### config.mk
export PLATFORM = sky130hd
export DESIGN_NAME = dec_host_regs
export DESIGN_NICKNAME = d
export VERILOG_FILES = /design/src/rtl/dec_host_pkg.sv /design/src/rtl/dec_bus_if.sv /design/src/rtl/dec_addr_regs.sv /design/src/rtl/dec_flow_ctrl.sv /design/src/rtl/dec_host_regs.sv
export SDC_FILE = /design/constraint.sdc
export NUM_CORES = 1
export LEC_CHECK = 0
export ABC_AREA = 1
export ABC_CLOCK_PERIOD_IN_PS = 1300
export BUFFER_PORTS_ARGS = -buffer_cell sky130_fd_sc_hd__clkbuf_2
export CAP_MARGIN = 20
export CORE_ASPECT_RATIO = 1.1
export CORE_MARGIN = 4
export CORE_UTILIZATION = 24
export DETAILED_ROUTE_END_ITERATION = 12
export PLACE_DENSITY_LB_ADDON = 0.2
export REMOVE_ABC_BUFFERS = 1
export SLEW_MARGIN = 10
export SYNTH_ARGS = -nofsm -noshare
export SYNTH_HDL_FRONTEND = slang
export SYNTH_SLANG_ARGS = --single-unit
export TNS_END_PERCENT = 1
### constraint.sdc
create_clock -name clk_i -period 1.3 [get_ports clk_i]
set_input_delay 0.26 -clock clk_i [delete_from_list [all_inputs] [get_ports clk_i]]
set_output_delay 0.26 -clock clk_i [all_outputs]
set_load 0.05 [all_outputs]
### src/rtl/dec_host_pkg.sv
package dec_host_pkg;
  // word indexes
  localparam int unsigned REG_STATUS   = 0;
  localparam int unsigned REG_INTMASK  = 1;
  localparam int unsigned REG_ADDR_LO  = 2;
  localparam int unsigned NUM_ADDR     = 4;
  localparam int unsigned REG_HEADER   = 6;
  localparam int unsigned REG_VERSION  = 15;
  // STATUS bit positions
  localparam int unsigned ST_RESET     = 0;
  localparam int unsigned ST_START     = 1;
  localparam int unsigned ST_BUSY      = 2;
  localparam int unsigned ST_RD_EMPTY  = 8;
  localparam int unsigned ST_WR_READY  = 9;
  // address alignment
  localparam int unsigned ADDR_ALIGN   = 2;

  typedef struct packed {
    logic wr_ready;
    logic rd_empty;
  } flags_t;
endpackage

### src/rtl/dec_bus_if.sv
module dec_bus_if #(
  parameter int unsigned AW = 4
) (
  input  logic          clk_i,
  input  logic          rst_ni,
  input  logic          cyc_i,
  input  logic          stb_i,
  input  logic          we_i,
  input  logic [AW-1:0] adr_i,
  output logic          ack_o,
  output logic          wr_en_o,
  output logic          rd_en_o,
  output logic [AW-1:0] idx_o
);
  logic access;

  // one access per strobe; the cycle carrying ack is not a new access
  assign access  = cyc_i & stb_i & ~ack_o;
  assign wr_en_o = access & we_i;
  assign rd_en_o = access & ~we_i;
  assign idx_o   = adr_i;

  always_ff @(posedge clk_i or negedge rst_ni) begin
    if (!rst_ni) ack_o <= 1'b0;
    else         ack_o <= access;
  end
endmodule

### src/rtl/dec_addr_regs.sv
module dec_addr_regs #(
  parameter int unsigned AW        = 4,
  parameter int unsigned DW        = 32,
  parameter int unsigned NUM       = 4,
  parameter int unsigned FIRST_IDX = 2,
  parameter int unsigned ALIGN     = 2
) (
  input  logic                     clk_i,
  input  logic                     rst_ni,
  input  logic                     wr_en_i,
  input  logic [AW-1:0]            idx_i,
  input  logic [DW-1:ALIGN]        wdata_i,
  output logic [NUM-1:0][DW-1:0]   regs_o
);
  for (genvar g = 0; g < NUM; g++) begin : g_reg
    localparam logic [AW-1:0] MY_IDX = AW'(FIRST_IDX + g);
    always_ff @(posedge clk_i or negedge rst_ni) begin
      if (!rst_ni)                          regs_o[g] <= '0;
      else if (wr_en_i && idx_i == MY_IDX)  regs_o[g] <= {wdata_i, {ALIGN{1'b0}}};
    end
  end
endmodule

### src/rtl/dec_flow_ctrl.sv
module dec_flow_ctrl
  import dec_host_pkg::*;
#(
  parameter int unsigned DW = 32
) (
  input  logic          clk_i,
  input  logic          rst_ni,
  input  logic          reset_req_i,
  input  logic          start_req_i,
  input  flags_t        clr_req_i,
  input  logic          ev_input_empty_i,
  input  logic          ev_frame_done_i,
  input  logic          hdr_valid_i,
  input  logic [DW-1:0] hdr_data_i,
  output logic          busy_o,
  output flags_t        flags_o,
  output logic [DW-1:0] header_o,
  output logic          eng_start_o,
  output logic          eng_reset_o,
  output flags_t        resume_o
);
  flags_t set_ev, clr_ok;

  assign set_ev.rd_empty = busy_o & ev_input_empty_i;
  assign set_ev.wr_ready = busy_o & ev_frame_done_i;
  assign clr_ok          = clr_req_i & flags_o;

  always_ff @(posedge clk_i or negedge rst_ni) begin
    if (!rst_ni) begin
      busy_o      <= 1'b0;
      flags_o     <= '0;
      header_o    <= '0;
      eng_start_o <= 1'b0;
      eng_reset_o <= 1'b0;
      resume_o    <= '0;
    end else if (reset_req_i) begin
      busy_o      <= 1'b0;
      flags_o     <= '0;
      header_o    <= '0;
      eng_start_o <= 1'b0;
      eng_reset_o <= 1'b1;
      resume_o    <= '0;
    end else begin
      eng_reset_o <= 1'b0;
      eng_start_o <= start_req_i & ~busy_o;
      if (start_req_i) busy_o <= 1'b1;
      if (hdr_valid_i && busy_o) header_o <= hdr_data_i;
      // set beats clear
      flags_o  <= set_ev | (flags_o & ~clr_ok);
      resume_o <= clr_ok & ~set_ev;
    end
  end
endmodule

### src/rtl/dec_host_regs.sv
module dec_host_regs
  import dec_host_pkg::*;
#(
  parameter int unsigned AW         = 4,
  parameter int unsigned DW         = 32,
  parameter logic [15:0] VERSION_ID = 16'h0103,
  parameter logic        LE_RESET   = 1'b0
) (
  input  logic          clk_i,
  input  logic          rst_ni,
  input  logic          wb_cyc_i,
  input  logic          wb_stb_i,
  input  logic          wb_we_i,
  input  logic [AW-1:0] wb_adr_i,
  input  logic [DW-1:0] wb_dat_i,
  output logic [DW-1:0] wb_dat_o,
  output logic          wb_ack_o,
  output logic          irq_o,
  input  logic          ev_input_empty_i,
  input  logic          ev_frame_done_i,
  input  logic          hdr_valid_i,
  input  logic [DW-1:0] hdr_data_i,
  output logic          eng_start_o,
  output logic          eng_reset_o,
  output logic          eng_hold_o,
  output logic          eng_rd_resume_o,
  output logic          eng_wr_resume_o,
  output logic [DW-1:0] rd_start_o,
  output logic [DW-1:0] rd_end_o,
  output logic [DW-1:0] wr_start_o,
  output logic [DW-1:0] scratch_o,
  output logic          little_endian_o
);
  localparam int unsigned   LE_BIT      = DW - 1;
  localparam logic [AW-1:0] IDX_STATUS  = AW'(REG_STATUS);
  localparam logic [AW-1:0] IDX_INTMASK = AW'(REG_INTMASK);
  localparam logic [AW-1:0] IDX_HEADER  = AW'(REG_HEADER);
  localparam logic [AW-1:0] IDX_VERSION = AW'(REG_VERSION);
  localparam logic [AW-1:0] IDX_A0      = AW'(REG_ADDR_LO);
  localparam logic [AW-1:0] IDX_A1      = AW'(REG_ADDR_LO + 1);
  localparam logic [AW-1:0] IDX_A2      = AW'(REG_ADDR_LO + 2);
  localparam logic [AW-1:0] IDX_A3      = AW'(REG_ADDR_LO + 3);

  logic                    wr_en, rd_en;
  logic [AW-1:0]           idx;
  logic [NUM_ADDR-1:0][DW-1:0] addr_q;
  logic                    busy;
  flags_t                  flags, mask_q, clr_req, resume;
  logic [DW-1:0]           header_q, rdata;
  logic                    le_q, st_wr;
  logic                    rd_flag, wr_flag;

  dec_bus_if #(.AW(AW)) i_bus (
    .clk_i, .rst_ni,
    .cyc_i(wb_cyc_i), .stb_i(wb_stb_i), .we_i(wb_we_i), .adr_i(wb_adr_i),
    .ack_o(wb_ack_o), .wr_en_o(wr_en), .rd_en_o(rd_en), .idx_o(idx)
  );

  dec_addr_regs #(
    .AW(AW), .DW(DW), .NUM(NUM_ADDR), .FIRST_IDX(REG_ADDR_LO), .ALIGN(ADDR_ALIGN)
  ) i_addr (
    .clk_i, .rst_ni,
    .wr_en_i(wr_en), .idx_i(idx), .wdata_i(wb_dat_i[DW-1:ADDR_ALIGN]),
    .regs_o(addr_q)
  );

  assign st_wr            = wr_en && idx == IDX_STATUS;
  assign clr_req.rd_empty = st_wr & wb_dat_i[ST_RD_EMPTY];
  assign clr_req.wr_ready = st_wr & wb_dat_i[ST_WR_READY];

  dec_flow_ctrl #(.DW(DW)) i_flow (
    .clk_i, .rst_ni,
    .reset_req_i(st_wr & wb_dat_i[ST_RESET]),
    .start_req_i(st_wr & wb_dat_i[ST_START]),
    .clr_req_i(clr_req),
    .ev_input_empty_i, .ev_frame_done_i, .hdr_valid_i, .hdr_data_i,
    .busy_o(busy), .flags_o(flags), .header_o(header_q),
    .eng_start_o, .eng_reset_o, .resume_o(resume)
  );

  always_ff @(posedge clk_i or negedge rst_ni) begin
    if (!rst_ni) begin
      mask_q <= '0;
      le_q   <= LE_RESET;
    end else if (wr_en) begin
      if (idx == IDX_INTMASK) begin
        mask_q.rd_empty <= wb_dat_i[ST_RD_EMPTY];
        mask_q.wr_ready <= wb_dat_i[ST_WR_READY];
      end
      if (idx == IDX_VERSION) le_q <= wb_dat_i[LE_BIT];
    end
  end

  always_comb begin
    rdata = '0;
    unique case (idx)
      IDX_STATUS: begin
        rdata[ST_BUSY]     = busy;
        rdata[ST_RD_EMPTY] = flags.rd_empty;
        rdata[ST_WR_READY] = flags.wr_ready;
      end
      IDX_INTMASK: begin
        rdata[ST_RD_EMPTY] = mask_q.rd_empty;
        rdata[ST_WR_READY] = mask_q.wr_ready;
      end
      IDX_A0:      rdata = addr_q[0];
      IDX_A1:      rdata = addr_q[1];
      IDX_A2:      rdata = addr_q[2];
      IDX_A3:      rdata = addr_q[3];
      IDX_HEADER:  rdata = header_q;
      IDX_VERSION: begin
        rdata[15:0]   = VERSION_ID;
        rdata[LE_BIT] = le_q;
      end
      default:     rdata = '0;
    endcase
  end

  always_ff @(posedge clk_i or negedge rst_ni) begin
    if (!rst_ni)    wb_dat_o <= '0;
    else if (rd_en) wb_dat_o <= rdata;
    else if (wr_en) wb_dat_o <= '0;
  end

  assign rd_flag         = flags.rd_empty;
  assign wr_flag         = flags.wr_ready;
  assign irq_o           = |(flags & mask_q);
  assign eng_hold_o      = rd_flag | wr_flag;
  assign eng_rd_resume_o = resume.rd_empty;
  assign eng_wr_resume_o = resume.wr_ready;
  assign rd_start_o      = addr_q[0];
  assign rd_end_o        = addr_q[1];
  assign wr_start_o      = addr_q[2];
  assign scratch_o       = addr_q[3];
  assign little_endian_o = le_q;
endmodule

==> impl_metrics.yaml, run 1 <==
worst_setup_path:
  critPathSlowestCell: "dfrtp_1"
  critPathRequiredTime_ns: 1.04
  cp_cell_sequence: "or2_4, clkbuf_16"
  critPathMaxStageDelay_ns: 0.40
  rr_startpoint: "i_bus.ack_o$_DFF_PN0_"
  r2r_cells: 7
  critPathLaunchType: "flip-flop"
  crit_type: "reg -> out"
  crit_start: "i_flow.flags_o[1]$_DFF_PN0_"
  reg2reg_slack_ns: -0.22
  worstPathArrival_ns: 1.27
  worst_setup_path_end_kind: "output port"
  r2r_end: "i_addr.regs_o[61]$_DFFE_PN0P_"
  critPathMaxFanout: 3
global_route:
  first_global_vias: 8165
  grt_max_degree: 45
  grt_pass1_wl_um: 51900
  antenna_found_initial: 1
  track_usage_pct: 17.1
  grt_overflow: 0
timing:
  max_freq_mhz: 652
  drv_slew: 0
  setup_viol: 235
  finalCritPeriodShare_pct: 118
  layout_setup_ws_ns: -0.233
  rsz0062_at_grt: "true"
  min_period_ns: 1.53
  clock_skew_ns: 0.0120
  finalHoldViolations: 0
finish:
  seqCellArea_mm2: 0.00490
  syn_to_final_growth_pct: 53.2
  num-nets-final: 1368
  fillerInstances: 3696
  multi_input_area_mm2: 0.00345
  stdcell_area_mm2: 0.0135
  drive_gt1_share_pct: 30.8
synthesis:
  synth_top_cell_area_share_pct: 55.3
  yosysSeqAreaShare_pct: 55.3
  synth_area_mm2: 0.00882
  synth.avg_cell_area_um2: 8.50
  yosys-top-cells-area: "dfrtp_1 55%, nand3_1 12%, nand2_1 12%"
  synth_cell_types: 25
  yosysWarnings: 0
  synthCells: 1038
  synth_top_area_cell: "dfrtp_1"
  async_flop_share_pct: 100
  synth_edf_count: 0
  synth_ff_type: "dfrtp_1"
  yosys_register_bits: 195
hold_path:
  whs_path_depth: 3
  min_from: "hdr_data_i[30]"
  worstHoldEndpoint: "i_flow.header_o[30]$_DFFE_PN0P_"
  hold_class: "in -> reg"
pwr:
  power_density_mw_per_mm2: 1330
  irDropWorstVdd_mv: 0.924
  p_leak_uw: 0.00658
routing:
  drt-vias-per-instance: 4.47
  routed_wirelength_um: 34100
  wire_per_inst_um: 19.0
  ant_nets: 0
  dr.first_iter.drc_count: 433
  vias: 8019
  drc_errors: 0
  first_pass_iters: 5
clocking:
  clock_latency_ns: 0.45
  numCtsBuffers: 17
  cts.reportedPaths.clkPinSlew_ns: 0.07
  cts_root_buf: "clkbuf_16"
  cts.htree.levels: 4
  cts_tree: "built"
  cts_buffer_depth: 2
  cts.sinks: 195
floorplanning:
  dieHeight_um: 209
  initial_core_util_pct: 24.3
  ios: 244
  dieArea_mm2: 0.0399
  fp.coreArea_mm2: 0.0363
  core.rowCount: 73
  die_x_um: 191
placed_design:
  place_hpwl_um: 24000
  gp_congestion: 0.767
  place_ws_ns: -0.280
  portBuffers: 235
  placed_area_mm2: 0.0111
run:
  maxCapViolCount: 0
run_status:
  violations: "setup timing"
  status: "finished, violations left"
area by class of cell:
cell class,count,area share [%]
sequential,195,36.2
antenna,1,0.0185
clock inverter,11,1.12
multi-input combinational,712,25.5
clock buffer,21,3.33
timing repair buffer,309,27.7
tap,487,4.51
inverter,57,1.58
synth_stat cells (3+ instances only):
library cell	n
nand2_2	3
o21ai_2	20
o21ai_1	37
inv_1	53
nor2_1	15
inv_2	4
nor2_4	5
buf_4	14
clkbuf_1	42
dfrtp_1	195
nand3_1	210
a21oi_1	34
buf_6	3
buf_2	22
nand2_1	271
o21ai_0	101
what timing repair did:
| action | 4_1_cts | 5_1_grt |
|---|---|---|
| setup buffers | 3 | 4 |
| pin swaps | 5 | 3 |
| endpoints found under the setup margin | 355 | 352 |
| gates cloned | 0 | 2 |
| hold endpoints to repair | 27 | 0 |
| resized for setup | 365 | 191 |
| hold buffers | 2 | 0 |
how the worst max path moves through the flow:
stage | to | cells after the start
2_1_floorplan | i_addr.regs_o[10]$_DFFE_PN0P_ | 3
3_3_place_gp | wb_dat_o[14]$_DFFE_PN0P_ | 6
3_5_place_dp | wb_dat_o[14]$_DFFE_PN0P_ | 6
4_1_cts | eng_hold_o | 2
5_1_grt | i_addr.regs_o[66]$_DFFE_PN0P_ | 7
6_report | eng_hold_o | 2
registers in the layout, indices dropped and copies added (netlist names):
name	cells
i_addr.regs_o	120
i_bus.ack_o	1
i_flow.busy_o	1
i_flow.eng_reset_o	1
i_flow.eng_start_o	1
i_flow.flags_o	2
i_flow.header_o	32
i_flow.resume_o	2
little_endian_o	1
mask_q	2
wb_dat_o	32
layer usage:
| layer | global-route usage (%) | vias up | wire [um] |
|---|---|---|---|
| li1 | - | 3945 | - |
| met1 | 23.1 | 3849 | 15400 |
| met2 | 27.5 | 199 | 16500 |
| met3 | 3.93 | 26 | 1650 |
| met4 | 4.76 | 0 | 523 |
| met5 | 0 | - | 0 |
cells in the final DEF, fill, tap and decap left out, types with 2 or more instances in the layout:
master,n
o21ai_0,55
nor2_1,14
nand3_2,2
dfrtp_1,179
inv_1,52
nand2_2,4
nand2_1,269
inv_2,5
dlygate4sd3_1,2
buf_8,157
dfrtp_2,16
a21oi_1,34
o21ai_1,81
clkbuf_16,20
buf_6,4
clkbuf_2,74
clkinvlp_4,4
clkbuf_1,3
buf_4,38
bufinv_16,3
conb_1,8
buf_12,27
clkbuf_8,4
nand3_1,205
nor2_4,7
inv_6,3
nand3_4,3
o21ai_2,22
worst max-delay path: cells and delay by family (launching register included):
kind / cells / cell delay [ns]
DFF: 1 / 0.40
and+or+nand+nor: 1 / 0.26
buffers and inverters: 1 / 0.17
report_power, final:
part           internal (uW)  leakage (uW)  switching [uW]
clock                   3100      0.000281            2500
combinational           1960       0.00374            3100
sequential              6670       0.00256             703
through the flow:
step	TNS (ns)	cells	hold slack [ns]	util (%)	power, uW
floorplan	-295.79	964	-0.0356	-	9800
global placement	-26.90	1749	0.199	30.6	11300
detailed placement	-29.82	1749	0.204	30.6	11400
CTS	-36.18	1786	0.0350	36.3	17900
global route	-50.94	1793	0.0558	37.3	18900
finish	-26.94	1793	0.0612	37.3	18000
cell families after synthesis:
kind of cell,after synthesis,share of synthesized area (%)
compound gates,193,11.8
other cells,1,0.0425
simple gates,511,25.8
flops,195,55.3
buf+inv,138,7.04
Note: power is estimated with default switching activity, not from simulation.
==> run 2: changes to the inputs <==
- SYNTH_HIERARCHICAL: unset -> 1
==> impl_metrics.yaml, run 2 <==
worst_setup_path:
  crit_type: "reg -> reg"
  crit_end: "i_addr/regs_o[22]$_DFFE_PN0P_"
  worst_setup_path_end_kind: "flip-flop"
  cp_cell_sequence: "inv_1, nand3_2, nor2_4, buf_4, inv_2, nor2_4, nand3_4, buf_12, nand2_1, nand2_1"
  critPathRequiredTime_ns: 1.65
  critPathMaxStageDelay_ns: 0.38
  crit_start: "i_bus/ack_o$_DFF_PN0_"
  r2r_end: "i_addr/regs_o[22]$_DFFE_PN0P_"
  critPathSlowestCell: "dfrtp_1"
  rr_startpoint: "i_bus/ack_o$_DFF_PN0_"
  critPathLaunchType: "flip-flop"
  worstPathArrival_ns: 1.96
  r2r_cells: 10
  critPathMaxFanout: 26
  reg2reg_slack_ns: -0.31
clocking:
  clock_latency_ns: 0.46
  cts.reportedPaths.clkPinSlew_ns: 0.08
  numCtsBuffers: 17
  cts_root_buf: "clkbuf_16"
  cts.sinks: 195
  cts_tree: "built"
  cts.htree.levels: 4
  cts_buffer_depth: 2
timing:
  setup_viol: 311
  finalHoldViolations: 0
  fin_tns_setup_ns: -43.88
  whs_ns: 0.0526
  drv_slew: 0
  rsz0062_at_grt: "true"
  max_freq_mhz: 620
  clock_skew_ns: 0.0117
  finalCritPeriodShare_pct: 124
  min_period_ns: 1.61
  layout_setup_ws_ns: -0.313
routing:
  routed_wirelength_um: 44500
  wire_per_inst_um: 21.9
  ant_nets: 0
  first_pass_iters: 5
  vias: 10061
  drc_errors: 0
  dr.first_iter.drc_count: 875
  drt-vias-per-instance: 4.95
finish:
  mostFrequentLayoutCells: "434 x nand2_1, 225 x nand3_1, 169 x dfrtp_1, 160 x buf_8, 121 x nand4_1"
  syn_to_final_growth_pct: 49.9
  largest_reg_flops: 120
  drive_gt1_share_pct: 28.5
  num-nets-final: 1581
  layout_commonest_cell: "nand2_1"
  reg.largest.list: "i_addr/regs_o (120), i_flow/header_o (32), wb_dat_o (32)"
  largest-register: "i_addr/regs_o"
  stdcell_area_mm2: 0.0146
synthesis:
  yosysWarnings: 6
  yosysSeqAreaShare_pct: 50.0
  synth_common_cells: "434 x nand2_1, 230 x nand3_1, 195 x dfrtp_1"
  synth_cell_types: 26
  synthCells: 1253
  async_flop_share_pct: 100
  synth.avg_cell_area_um2: 7.79
  synth_top_area_cell: "dfrtp_1"
  yosysMostFrequentCell: "nand2_1"
  synth_top_cell_area_share_pct: 50.0
  yosys_register_bits: 195
  yosys-top-cells-area: "dfrtp_1 50%, nand2_1 17%, nand3_1 12%"
  synth_ff_type: "dfrtp_1"
  synth_edf_count: 0
  synth_area_mm2: 0.00976
global_route:
  first_global_vias: 10303
  grt_pass1_wl_um: 67300
  grt_overflow: 0
  antenna_found_initial: 1
  grt_max_degree: 51
  track_usage_pct: 20.1
floorplanning:
  dieHeight_um: 219
  core.rowCount: 77
  die_x_um: 200
  fp.coreArea_mm2: 0.0402
  initial_core_util_pct: 24.3
  dieArea_mm2: 0.0440
  ios: 244
placed_design:
  placed_area_mm2: 0.0122
  place_hpwl_um: 30800
  gp_congestion: 0.817
  portBuffers: 235
run:
  maxCapViolCount: 0
hold_path:
  hold_class: "in -> reg"
pwr:
  power_density_mw_per_mm2: 1360
  finalPower_uw: 19900
  p_leak_uw: 0.00759
  irDropWorstVdd_mv: 0.943
run_status:
  status: "finished, violations left"
  violations: "setup timing"
## run 2: changes by cell type in the layout (fill, tap and decap cells not counted), moves of 20 or more
cell and delta:
nand2_1 +165, nand4_1 +121, o21ai_1 -55, o21ai_0 -53, a21oi_1 -31, nor2_1 +31, buf_4 +28, o21ai_2 -22
nand3_1 +20
## run 2: per-layer routing
| metal | part of all wire (%) | global-route usage [%] |
|---|---|---|
| met1 | 45 | 27.8 |
| met4 | 1.5 | 5.09 |
| met2 | 47 | 32.5 |
| met5 | 0 | 0 |
| met3 | 5.7 | 4.02 |
## run 2: logic make-up after synthesis
logic type | Yosys count | synth area share, %
AND/OR/NAND/NOR | 856 | 39.7
flip-flops | 195 | 50.0
buffers and inverters | 169 | 8.57
AO/OA/AOI/OAI | 32 | 1.68
other | 1 | 0.0384
## run 2: layout make-up
cell class	count	area (um^2)
clock buffers	18	439
well taps	513	642
repair buffers	340	4010
fillers	4137	25500
clock inverters	14	199
multi-input cells	896	4210
diodes	1	2.50
inverters	55	211
flip-flops and latches	195	4910
## run 2: how the worst min path moves through the flow
stage | startpoint | endpoint | slack (ns) | depth (start not counted)
global route | ev_frame_done_i | i_flow/flags_o[1]$_DFF_PN0_ | 0.05 | 3
CTS | ev_input_empty_i | i_flow/flags_o[0]$_DFF_PN0_ | 0.01 | 3
detailed placement | rst_ni | wb_dat_o[5]$_DFFE_PN0P_ | 0.13 | 1
finish | ev_input_empty_i | i_flow/flags_o[0]$_DFF_PN0_ | 0.05 | 3
global placement | rst_ni | wb_dat_o[5]$_DFFE_PN0P_ | 0.13 | 1
floorplan | rst_ni | i_addr/regs_o[100]$_DFFE_PN0P_ | -0.04 | 0
## run 2: timing repair
| item | in CTS | in global routing |
|---|---|---|
| pin swaps | 4 | 3 |
| gates cloned | 0 | 1 |
| endpoints found under the setup margin | 354 | 354 |
| setup buffers | 3 | 0 |
| gates resized for setup | 338 | 188 |
| hold endpoints to repair | 195 | 0 |
| hold buffers | 1 | 0 |
## run 2: per-stage QoR
| stage | std cells | utilization [%] | worst slack [ns] |
|---|---|---|---|
| after global placement | 1994 | 30.4 | -0.338 |
| final | 2032 | 36.4 | -0.313 |
| after floorplan | 1146 | - | -3.38 |
| after global routing | 2032 | 36.4 | -0.430 |
| after detailed placement | 1994 | 30.4 | -0.359 |
| after CTS | 2030 | 35.7 | -0.369 |
## run 2: where the power goes
| group | internal [uW] | total (uW) | switching, uW |
|---|---|---|---|
| clock | 3310 | 5960 | 2650 |
| combinational | 2300 | 5950 | 3650 |
| sequential | 7030 | 8020 | 986 |
## run 2: critical path, delay by kind of cell (launching register included)
kind,cells,cell delay [ns]
buffers and inverters,4,0.46
flip-flops,1,0.38
AND/OR/NAND/NOR,6,0.64
==> run 3: changes to the inputs <==
==> constraint.sdc (replaced) <==
create_clock -name clk_i -period 1.3 [get_ports clk_i]
set_input_delay 0 -clock clk_i [delete_from_list [all_inputs] [get_ports clk_i]]
set_output_delay 0 -clock clk_i [all_outputs]
set_load 0.05 [all_outputs]
==> impl_metrics.yaml, run 3 (synthesis results as in run 2) <==
floorplanning:
  ios: 244
  initial_core_util_pct: 24.3
  dieHeight_um: 219
  die_x_um: 200
  core.rowCount: 77
  dieArea_mm2: 0.0440
  fp.coreArea_mm2: 0.0402
pwr:
  p_leak_uw: 0.00744
  power_density_mw_per_mm2: 1330
  swShare_pct: 39.7
  clockPowerShare_pct: 28.9
  p_sw_uw: 7200
  p_int_uw: 10900
  seq_power_share_pct: 43.2
  irDropWorstVdd_mv: 1.02
  power_frac_comb_pct: 27.9
routing:
  drc_errors: 0
  vias: 10142
  wire_per_inst_um: 21.6
  ant_nets: 0
  drt-vias-per-instance: 4.85
  first_pass_iters: 5
  routed_wirelength_um: 45300
  dr.first_iter.drc_count: 875
finish:
  layout_commonest_cell: "nand2_1"
  syn_to_final_growth_pct: 39.2
  reg.largest.list: "i_addr/regs_o (120), i_flow/header_o (32), wb_dat_o (32)"
  fillerInstances: 4284
  final_util_pct: 33.8
  largest_reg_flops: 120
  largest-register: "i_addr/regs_o"
  mostFrequentLayoutCells: "434 x nand2_1, 231 x clkbuf_2, 224 x nand3_1, 193 x dfrtp_1, 121 x nand4_1"
  stdcell_area_mm2: 0.0136
  drive_gt1_share_pct: 25.3
  num-nets-final: 1643
hold_path:
  hold_class: "in -> reg"
placed_design:
  portBuffers: 235
  place_ws_ns: -0.374
  place_hpwl_um: 30900
  placed_area_mm2: 0.0122
  gp_congestion: 0.811
timing:
  max_freq_mhz: 598
  whs_ns: -0.0939
  setup_viol: 195
  clock_skew_ns: 0.0197
  drv_slew: 0
  rsz0062_at_grt: "true"
  finalHoldViolations: 1
  finalCritPeriodShare_pct: 129
  min_period_ns: 1.67
  layout_setup_ws_ns: -0.373
  fin_tns_setup_ns: -46.91
clocking:
  cts_buffer_depth: 2
  cts.reportedPaths.clkPinSlew_ns: 0.08
  numCtsBuffers: 17
  cts.sinks: 195
  postCtsHoldBufs: 67
  clock_latency_ns: 0.47
  cts_tree: "built"
  cts.htree.levels: 4
  cts_root_buf: "clkbuf_16"
worst_setup_path:
  worstPathArrival_ns: 2.02
  critPathBufInv: 4
  critPathSlowestCell: "dfrtp_1"
  critPathRequiredTime_ns: 1.65
  cp_cell_sequence: "inv_1, nand3_2, nor2_4, buf_4, inv_2, nor2_4, nand3_4, clkbuf_16, nand2_1, nand2_1"
  crit_type: "reg -> reg"
  critPathMaxStageDelay_ns: 0.40
  critPathTopFamily: "simple AND/OR/NAND/NOR gates"
  worst_setup_path_end_kind: "flip-flop"
  critPathLaunchType: "flip-flop"
  critPathMaxFanout: 12
global_route:
  first_global_vias: 10216
  grt_overflow: 0
  grt_pass1_wl_um: 67100
  track_usage_pct: 20.3
  antenna_found_initial: 2
  grt_max_degree: 55
run_status:
  status: "finished, violations left"
  violations: "hold timing, setup timing"
run:
  maxCapViolCount: 0
==> run 3: changes by cell type in the layout (fill, tap and decap cells not counted), sizes merged <==
cell | before | now
buf | 264 | 103
bufinv | 4 | 0
clkbuf | 93 | 249
clkinvlp | 2 | 3
dlygate4sd3 | 1 | 67
inv | 60 | 63
==> run 3: cell type report <==
cell class              count  area (um^2)  share of cell area (%)
clock buffers              17          425                    3.13
inverters                  55          211                    1.56
diodes                      1         2.50                  0.0184
multi-input cells         896         4180                    30.8
well taps                 513          642                    4.72
flip-flops and latches    195         4880                    35.9
clock inverters            14          123                   0.902
repair buffers            402         3120                    22.9
==> run 3: timing repair <==
item                       in CTS  in global routing
pin swaps                       4                  5
hold endpoints to repair      357                  1
setup endpoints to repair     196                196
buffers inserted                3                  2
cloned                          0                  1
resized for setup              15                  7
==> run 3: routing by layer <==
metal | vias up | wire (um) | GRT usage (%)
met5 | - | 13 | 0
li1 | 4766 | - | -
met1 | 4946 | 20700 | 27.7
met4 | 2 | 828 | 6.10
met2 | 376 | 21100 | 32.7
met3 | 52 | 2660 | 4.25
==> run 3: path summary, 6_finish.rpt <==
kind | start | endpoint | slack, ns | depth (start not counted)
min | wb_cyc_i | i_bus/ack_o$_DFF_PN0_ | -0.09 | 4
max in group asynchronous | rst_ni | i_addr/regs_o[88]$_DFFE_PN0P_ | 0.66 | 3
min reg2reg | wb_dat_o[24]$_DFFE_PN0P_ | wb_dat_o[24]$_DFFE_PN0P_ | 0.48 | 2
max | i_bus/ack_o$_DFF_PN0_ | i_addr/regs_o[22]$_DFFE_PN0P_ | -0.37 | 10
max reg2reg | i_bus/ack_o$_DFF_PN0_ | i_addr/regs_o[22]$_DFFE_PN0P_ | -0.37 | 10
min in group asynchronous | rst_ni | wb_dat_o[5]$_DFFE_PN0P_ | 0.01 | 2
==> run 3: through the flow <==
stage               cells  power (uW)
finish               2093       18100
global route         2092       19000
CTS                  2089       18300
detailed placement   1988       12800
global placement     1988       12800
floorplan            1146       10700
==> run 3: power groups by stage <==
| stage | sequential [uW] | clock (uW) | combinational [uW] |
|---|---|---|---|
| final | 7830 | 5250 | 5060 |
| after CTS | 7830 | 5410 | 5080 |
| after global placement | 7920 | 0 | 4840 |
| after floorplan | 9410 | 0 | 1290 |
| after global routing | 7950 | 5620 | 5440 |
| after detailed placement | 7920 | 0 | 4880 |
==> run 3: tightest hold or removal path, cell delays in order <==
cell,delay (ns)
clkbuf_2,0.09
nand3_2,0.10
buf_4,0.13
inv_1,0.04
